[src/rtl/sample_fmt.sv]
module sample_fmt #(
  parameter int DW  = 14,
  parameter int OFW = 8
) (
  input  logic           clk,
  input  logic           rst_n,
  input  logic           in_valid,
  input  logic [DW-1:0]  in_sample,
  input  logic [OFW-1:0] cfg_offset,
  input  logic [1:0]     cfg_format,
  input  logic           cfg_invert,
  input  logic           cfg_disable,
  output logic           out_valid,
  output logic [DW-1:0]  out_data
);
  localparam int SW = DW + 2;
  localparam logic [DW-1:0] MAXV = {DW{1'b1}};
  localparam logic [DW-1:0] MSB  = {1'b1, {(DW-1){1'b0}}};

  logic signed [SW-1:0] sum;
  logic [DW-1:0] clamped, s1_val, coded;
  logic s1_valid;

  assign sum = $signed({2'b00, in_sample}) + $signed({{(SW-OFW){cfg_offset[OFW-1]}}, cfg_offset});
  assign clamped = sum[SW-1] ? '0 : (sum[SW-2] ? MAXV : sum[DW-1:0]);

  always_ff @(posedge clk) begin
    if (!rst_n) begin
      s1_valid <= 1'b0;
      s1_val   <= '0;
    end else begin
      s1_valid <= in_valid;
      if (in_valid) s1_val <= clamped;
    end
  end

  always_comb begin
    case (cfg_format)
      2'b01:   coded = s1_val ^ MSB;
      2'b10:   coded = s1_val ^ (s1_val >> 1);
      default: coded = s1_val;
    endcase
  end

  always_ff @(posedge clk) begin
    if (!rst_n) begin
      out_valid <= 1'b0;
      out_data  <= '0;
    end else begin
      out_valid <= s1_valid & ~cfg_disable;
      if (cfg_disable)   out_data <= '0;
      else if (s1_valid) out_data <= coded ^ {DW{cfg_invert}};
    end
  end

  AST_RESET_IDLE: assert property (@(posedge clk) !rst_n |=> (!out_valid && out_data == '0));
  AST_STAGE_ONE: assert property (@(posedge clk) disable iff (!rst_n) in_valid |=> s1_valid);
  AST_STAGE_TWO: assert property (@(posedge clk) disable iff (!rst_n) (s1_valid && !cfg_disable) |=> out_valid);
  AST_CLAMP_HIGH: assert property (@(posedge clk) disable iff (!rst_n)
    (in_valid && in_sample == MAXV && !cfg_offset[OFW-1]) |=> s1_val == MAXV);
  AST_CLAMP_LOW: assert property (@(posedge clk) disable iff (!rst_n)
    (in_valid && in_sample == '0 && cfg_offset[OFW-1]) |=> s1_val == '0);
  AST_DIS_ZERO: assert property (@(posedge clk) disable iff (!rst_n)
    cfg_disable |=> (!out_valid && out_data == '0));
  AST_HOLD_IDLE: assert property (@(posedge clk) disable iff (!rst_n)
    (!s1_valid && !cfg_disable) |=> (!out_valid && $stable(out_data)));
endmodule

[config.mk]
export PLATFORM = sky130hd
export DESIGN_NAME = sample_fmt
export DESIGN_NICKNAME = d
export VERILOG_FILES = /design/src/rtl/sample_fmt.sv
export SDC_FILE = /design/constraint.sdc
export NUM_CORES = 1
export LEC_CHECK = 0
export BUFFER_PORTS_ARGS = -buffer_cell sky130_fd_sc_hd__buf_2
export CAP_MARGIN = 10
export CORE_ASPECT_RATIO = 0.5
export CORE_MARGIN = 3
export CORE_UTILIZATION = 60
export CTS_BUF_LIST = sky130_fd_sc_hd__clkbuf_8 sky130_fd_sc_hd__clkbuf_16
export DETAILED_ROUTE_END_ITERATION = 12
export PLACE_DENSITY = 0.85
export SLEW_MARGIN = 5
export SYNTH_ARGS = -nofsm -noshare
export SYNTH_HDL_FRONTEND = slang
export SYNTH_SLANG_ARGS = --single-unit
[constraint.sdc]
create_clock -name clk -period 3.35 [get_ports clk]
set_input_delay 0.5025 -clock clk [delete_from_list [all_inputs] [get_ports clk]]
set_output_delay 0.5025 -clock clk [all_outputs]
set_load 0.01 [all_outputs]
* Word-level counts from Yosys, hierarchy flattened *
Index checks and enable logic that the tools add are counted.

storage, ports and cells
  flip-flop bits (word level) = 30
  latch bits = 0
  memory bits (writable) = 0
  bits in read-only memories = 0
  input port bits = 29
  output and inout port bits = 15
  word-level logic and storage cells = 17
  memories kept = 0

cells by class
  add/sub/neg operators = 1
  multiply operators = 0
  divide/modulo/power cells = 0
  magnitude comparators = 0
  equality and inequality tests = 2
  shift-type cells = 0
  mux-type cells = 3
  bitwise operators = 6
  reductions and logical operators = 1

operator list
  kind                                                  number
  two-way mux 14 bit                                    2
  case mux 14 bit (2 select lines)                      1
  adder 15 x 8 -> 16 bit                                1
  XOR 14 x 13 -> 14 bit                                 1
  XOR 14 bit                                            1
  inverter 1 bit                                        3
  equality test 2 x 1 -> 1 bit (second input constant)  1
  equality test 2 bit (second input constant)           1
  OR reduction 2 bit                                    1
  AND 1 bit                                             1

* Logic depth before layout (Yosys ltp) *
  depth in word-level cells = 3
  mapped depth = 9
  depth with buffers taken out = 8

* Worst setup path after synthesis *
OpenSTA, ideal clock, no wires.

  path type = input to register
  start = in in_sample[0]
  end = reg s1_val[6]
  library setup time = 124 ps
  data arrival time = 2201 ps
  required time = 3226 ps
  slack = 1025 ps
  cell stages on the path = 9
  path buffers = 1
  cells stage by stage = ha_1 fa_1 a21o_1 a31o_2 nand2_1 o21ai_2 xnor2_4 buf_6 a31oi_1

on the way
  word-level cells in the longest chain between the ends = 3

RTL lines
  item                        RTL line  RTL
  from (decl)                 8         input logic [DW-1:0] in_sample,
  adder 15 x 8 -> 16 bit (*)  24        assign sum = $signed({2'b00, in_sample}) + $signed({{(SW-OFW){cfg_offset[OFW-1]}}, cfg_offset});
  two-way mux 14 bit          25        assign clamped = sum[SW-1] ? '0 : (sum[SW-2] ? MAXV : sum[DW-1:0]);
  two-way mux 14 bit (*)      25
  to (signal assigned)        33        if (in_valid) s1_val <= clamped;
  to (decl)                   21        logic [DW-1:0] clamped, s1_val, coded;

Mark *: on every way between the ends. The rest lies on a longest branch, timed or not.
A chain may end at the register's enable or synchronous reset.

* Worst setup path after layout *
  start = in cfg_offset[7]
  end = reg s1_val[12]

on the way
  word-level cells in the longest chain between the ends = 3

RTL lines
  item                        RTL line  RTL
  from (decl)                 9         input logic [OFW-1:0] cfg_offset,
  adder 15 x 8 -> 16 bit (*)  24
  two-way mux 14 bit          25
  two-way mux 14 bit (*)      25

Marks and branches as above.

==> flow_summary.rst <==
.. list-table::
   :header-rows: 1

   * - Metric
     - Value
   * - Placement row count
     - 15
   * - Netlist cell types
     - 49
   * - Largest family of logic cells by synthesized area
     - compound AO/OA/AOI/OAI gates
   * - Last weighted congestion value of the routability-driven placer
     - 0.895
   * - Maximum net fanout on the critical path
     - 14
   * - Final worst slack
     - 861 ps
   * - Hold Crit Start
     - out_data[1]
   * - Complex-gate fraction of the synthesized area
     - 25.5%
   * - Share of total power in sequential cells
     - 38.6%
   * - Register bit total from synthesis
     - 30
   * - Number of antenna violations at the first check in global routing
     - 0
   * - Dominant register cell in the synthesized netlist
     - sky130_fd_sc_hd__dfxtp_1
   * - Max-slew violations
     - 0
   * - Worst-Margin Slew
     - 819 ps
   * - Overall die area
     - 0.00503 mm²
   * - Startpoint type of the worst setup path
     - input pin
   * - Layout-stage area growth over the synthesis result
     - 11.7%
   * - Number of buffers on the longest clock path
     - 2
   * - Hold-fix buffers, CTS
     - 0
   * - Layout cell share with drive strength beyond 1
     - 21.3%
   * - H-tree depth
     - 2
   * - First-pass GRT wire length
     - 9240 µm
   * - Cell count of the worst hold path
     - 2
   * - Vias in the first global route
     - 2015
   * - Synthesized area
     - 0.00250 mm²
   * - Clock period minus worst slack
     - 2490 ps
   * - Chip Width
     - 97.4 µm
   * - Number of maximum-capacitance constraint violations
     - 0
   * - Post-route ant nets
     - 0
   * - Total track usage
     - 22.3%
   * - Clock sinks
     - 30
   * - Syn Area/Cell
     - 8.58 µm²
   * - Share of the synthesized area in the top cell type
     - 24.0%
   * - Number of antenna cells inserted
     - 0
   * - Post-CTS Setup Inserts
     - 0
   * - Clock latency on the worst-skew pair
     - 270 ps
   * - Routed wirelength normalized by instance count
     - 14.0 µm
   * - Die height
     - 51.7 µm
   * - Clock transition time at the flip-flop clock pins of the worst setup and hold paths
     - 60 ps
   * - Vias per Instance
     - 5.70
   * - Worst path arrival time
     - 2610 ps
   * - Cell count after placement
     - 373
   * - Final period util
     - 74.3%
   * - Top cell type by total area after synthesis
     - sky130_fd_sc_hd__dfxtp_1
   * - Synthesis Warnings
     - 0
   * - Boundary Pins
     - 44
   * - Top-count cell post-synth
     - sky130_fd_sc_hd__dfxtp_1
   * - Largest clock skew in the final design
     - 5.02 ps
   * - DRT Wirelength
     - 5300 µm
   * - Peak VDD IR
     - 167 µV
   * - Power consumption
     - 0.00108 W
   * - Post-synthesis mux area share
     - 10.8%
   * - Grt ovf
     - 0
   * - Largest net degree at the start of global routing
     - 17
   * - Via count
     - 2161
   * - Cell count after synthesis
     - 292
   * - Fmax
     - 0.402 GHz
   * - Max-slew headroom
     - 45.3%
   * - Total DRC errors in the routed layout
     - 0
   * - Violation count after the first detailed-routing iteration
     - 125
   * - Commonest cells in the netlist
     - 30 x sky130_fd_sc_hd__dfxtp_1, 29 x sky130_fd_sc_hd__nor2_1, 26 x sky130_fd_sc_hd__mux2i_1
   * - Psw
     - 0.000360 W
   * - Basic-gate share of the synthesized area counting and, or, nand and nor cells
     - 17.0%
   * - Slack of the worst reg-to-reg path
     - 2010 ps
   * - Starting density of the core
     - 67.4%
   * - Final hold viol count
     - 0
   * - CTS Buf Count
     - 5
   * - Number of enable-type register cells in the synthesized netlist
     - 0
   * - Internal power of the cells
     - 0.000719 W
   * - Source of the worst register-to-register timing path
     - s1_val[8]
   * - Leakage power figure
     - 1.20 nW
   * - CP endpoint kind
     - register
   * - Power density of the placed cells
     - 385 mW/mm²
   * - Length of the first detailed-routing pass in iterations
     - 4
   * - Number of buffer cells added on primary ports
     - 43
   * - Worst r2r path cells
     - 5
   * - Setup violations, final
     - 0
   * - Post-Synthesis Net Count
     - 339
   * - Min-Delay Path Class
     - reg -> reg
   * - Combinational cell fraction of total power
     - 36.0%
   * - Synth Area in XOR/XNOR
     - 9.49%
   * - Post-detail-place hpwl
     - 4050 µm
   * - Unrepaired setup endpoints after global routing
     - false
   * - Result of the run
     - complete, no violations
   * - Non-filler cells in the finished layout
     - 379
   * - Fraction of the mapped netlist area in adder cells
     - 9.29%
   * - Leading cell types by total area after synthesis
     - sky130_fd_sc_hd__dfxtp_1 24%, sky130_fd_sc_hd__mux2i_1 10%, sky130_fd_sc_hd__ha_1 8.5%, sky130_fd_sc_hd__xnor2_1 8.0%, sky130_fd_sc_hd__nor2_1 4.3%
   * - Placeable core region
     - 0.00372 mm²
   * - Reg-to-Reg End
     - out_data[7]
   * - Category of the critical setup timing path
     - in -> reg
   * - Cells resized by post-CTS repair
     - 0
   * - Async set or reset register ratio after synthesis
     - 0%
   * - Number of nets in the layout
     - 376
   * - CTS tree
     - done
   * - Root cell of the clock tree
     - sky130_fd_sc_hd__clkbuf_8
   * - Clock share of power
     - 25.3%
   * - Seq/Total Area, Yosys
     - 24.0%
   * - Worst setup slack after placement
     - 582 ps
   * - Worst endpoint required time
     - 3470 ps
   * - Worst min-delay path endpoint
     - out_data[1]
   * - Final sum of negative setup slack
     - 0 ps
   * - Net switching share of the total power
     - 33.3%
## critical path, cell delays in order
cell                       delay (ps)
sky130_fd_sc_hd__buf_2            280
sky130_fd_sc_hd__ha_1             370
sky130_fd_sc_hd__a21o_1           200
sky130_fd_sc_hd__a31o_1           240
sky130_fd_sc_hd__a221oi_2         270
sky130_fd_sc_hd__o21ai_2          130
sky130_fd_sc_hd__xnor2_4          440
sky130_fd_sc_hd__a31oi_2          170
## cells in the final DEF (no fill, tap or decap), types with 5 or more instances in the layout
master / synthesis / final
sky130_fd_sc_hd__buf_2: 3 / 43
sky130_fd_sc_hd__dfxtp_1: 30 / 30
sky130_fd_sc_hd__nor2_1: 29 / 29
sky130_fd_sc_hd__mux2i_1: 26 / 26
sky130_fd_sc_hd__xnor2_1: 23 / 23
sky130_fd_sc_hd__nand2_1: 18 / 18
sky130_fd_sc_hd__ha_1: 17 / 17
sky130_fd_sc_hd__nand2b_1: 14 / 14
sky130_fd_sc_hd__a22oi_1: 13 / 13
sky130_fd_sc_hd__a21oi_1: 12 / 12
sky130_fd_sc_hd__nor2b_1: 11 / 11
sky130_fd_sc_hd__o21ai_1: 11 / 11
sky130_fd_sc_hd__a21o_1: 8 / 8
sky130_fd_sc_hd__a21oi_2: 8 / 8
sky130_fd_sc_hd__inv_1: 7 / 7
sky130_fd_sc_hd__a31oi_1: 7 / 7
sky130_fd_sc_hd__clkbuf_8: 0 / 6
sky130_fd_sc_hd__nand4_1: 5 / 5
## metal layers
metal	track usage [%]	vias up	wire length, µm
li1	-	1120	-
met1	29.8	971	2620
met2	36.6	68	2290
met3	4.95	2	375
met4	6.44	0	19
met5	0	-	0
## layout make-up
cell class | instances | area (µm²)
clock buffer | 6 | 82.6
fill | 296 | 917
inverter | 8 | 30.0
multi-input combinational | 241 | 1810
sequential | 30 | 601
tap | 51 | 63.8
timing repair buffer | 43 | 215
## power groups by stage
stage          clock [W]  sequential [W]  combinational (W)
6_report        0.000273        0.000417           0.000389
5_1_grt         0.000296        0.000421           0.000431
4_1_cts         0.000278        0.000416           0.000386
3_5_place_dp           0        0.000424           0.000384
3_3_place_gp           0        0.000422           0.000371
2_1_floorplan          0        0.000415           0.000314
## per-stage QoR
stage / cell area, µm² / hold WS (ps) / utilization, %
detailed placement: 2720 / 478 / 73.1
floorplan: 2500 / 505 / -
finish: 2800 / 486 / 75.3
global placement: 2720 / 469 / 73.1
CTS: 2800 / 496 / 75.3
global route: 2800 / 520 / 75.3
## state kept, by name, indices dropped and copies added (netlist names)
signal and cells:
out_data 14, out_valid 1, s1_val 14, s1_valid 1
## how the worst max path moves through the flow
stage,startpoint,end
after floorplan,in_sample[0],s1_val[6]
after global placement,cfg_offset[7],s1_val[12]
after detailed placement,cfg_offset[7],s1_val[12]
after CTS,cfg_offset[7],s1_val[12]
after global routing,cfg_offset[7],s1_val[12]
final,cfg_offset[7],s1_val[12]
## kinds of logic (layout without fill, tap and decap cells)
| kind of cell | after synthesis | after routing |
|---|---|---|
| xor+xnor | 25 | 25 |
| flops | 30 | 30 |
| fa+ha+maj | 18 | 18 |
| compound gates | 86 | 86 |
| mux | 27 | 27 |
| simple gates | 85 | 85 |
| buf+inv | 21 | 57 |
Note: power is estimated with default switching activity, not from simulation.
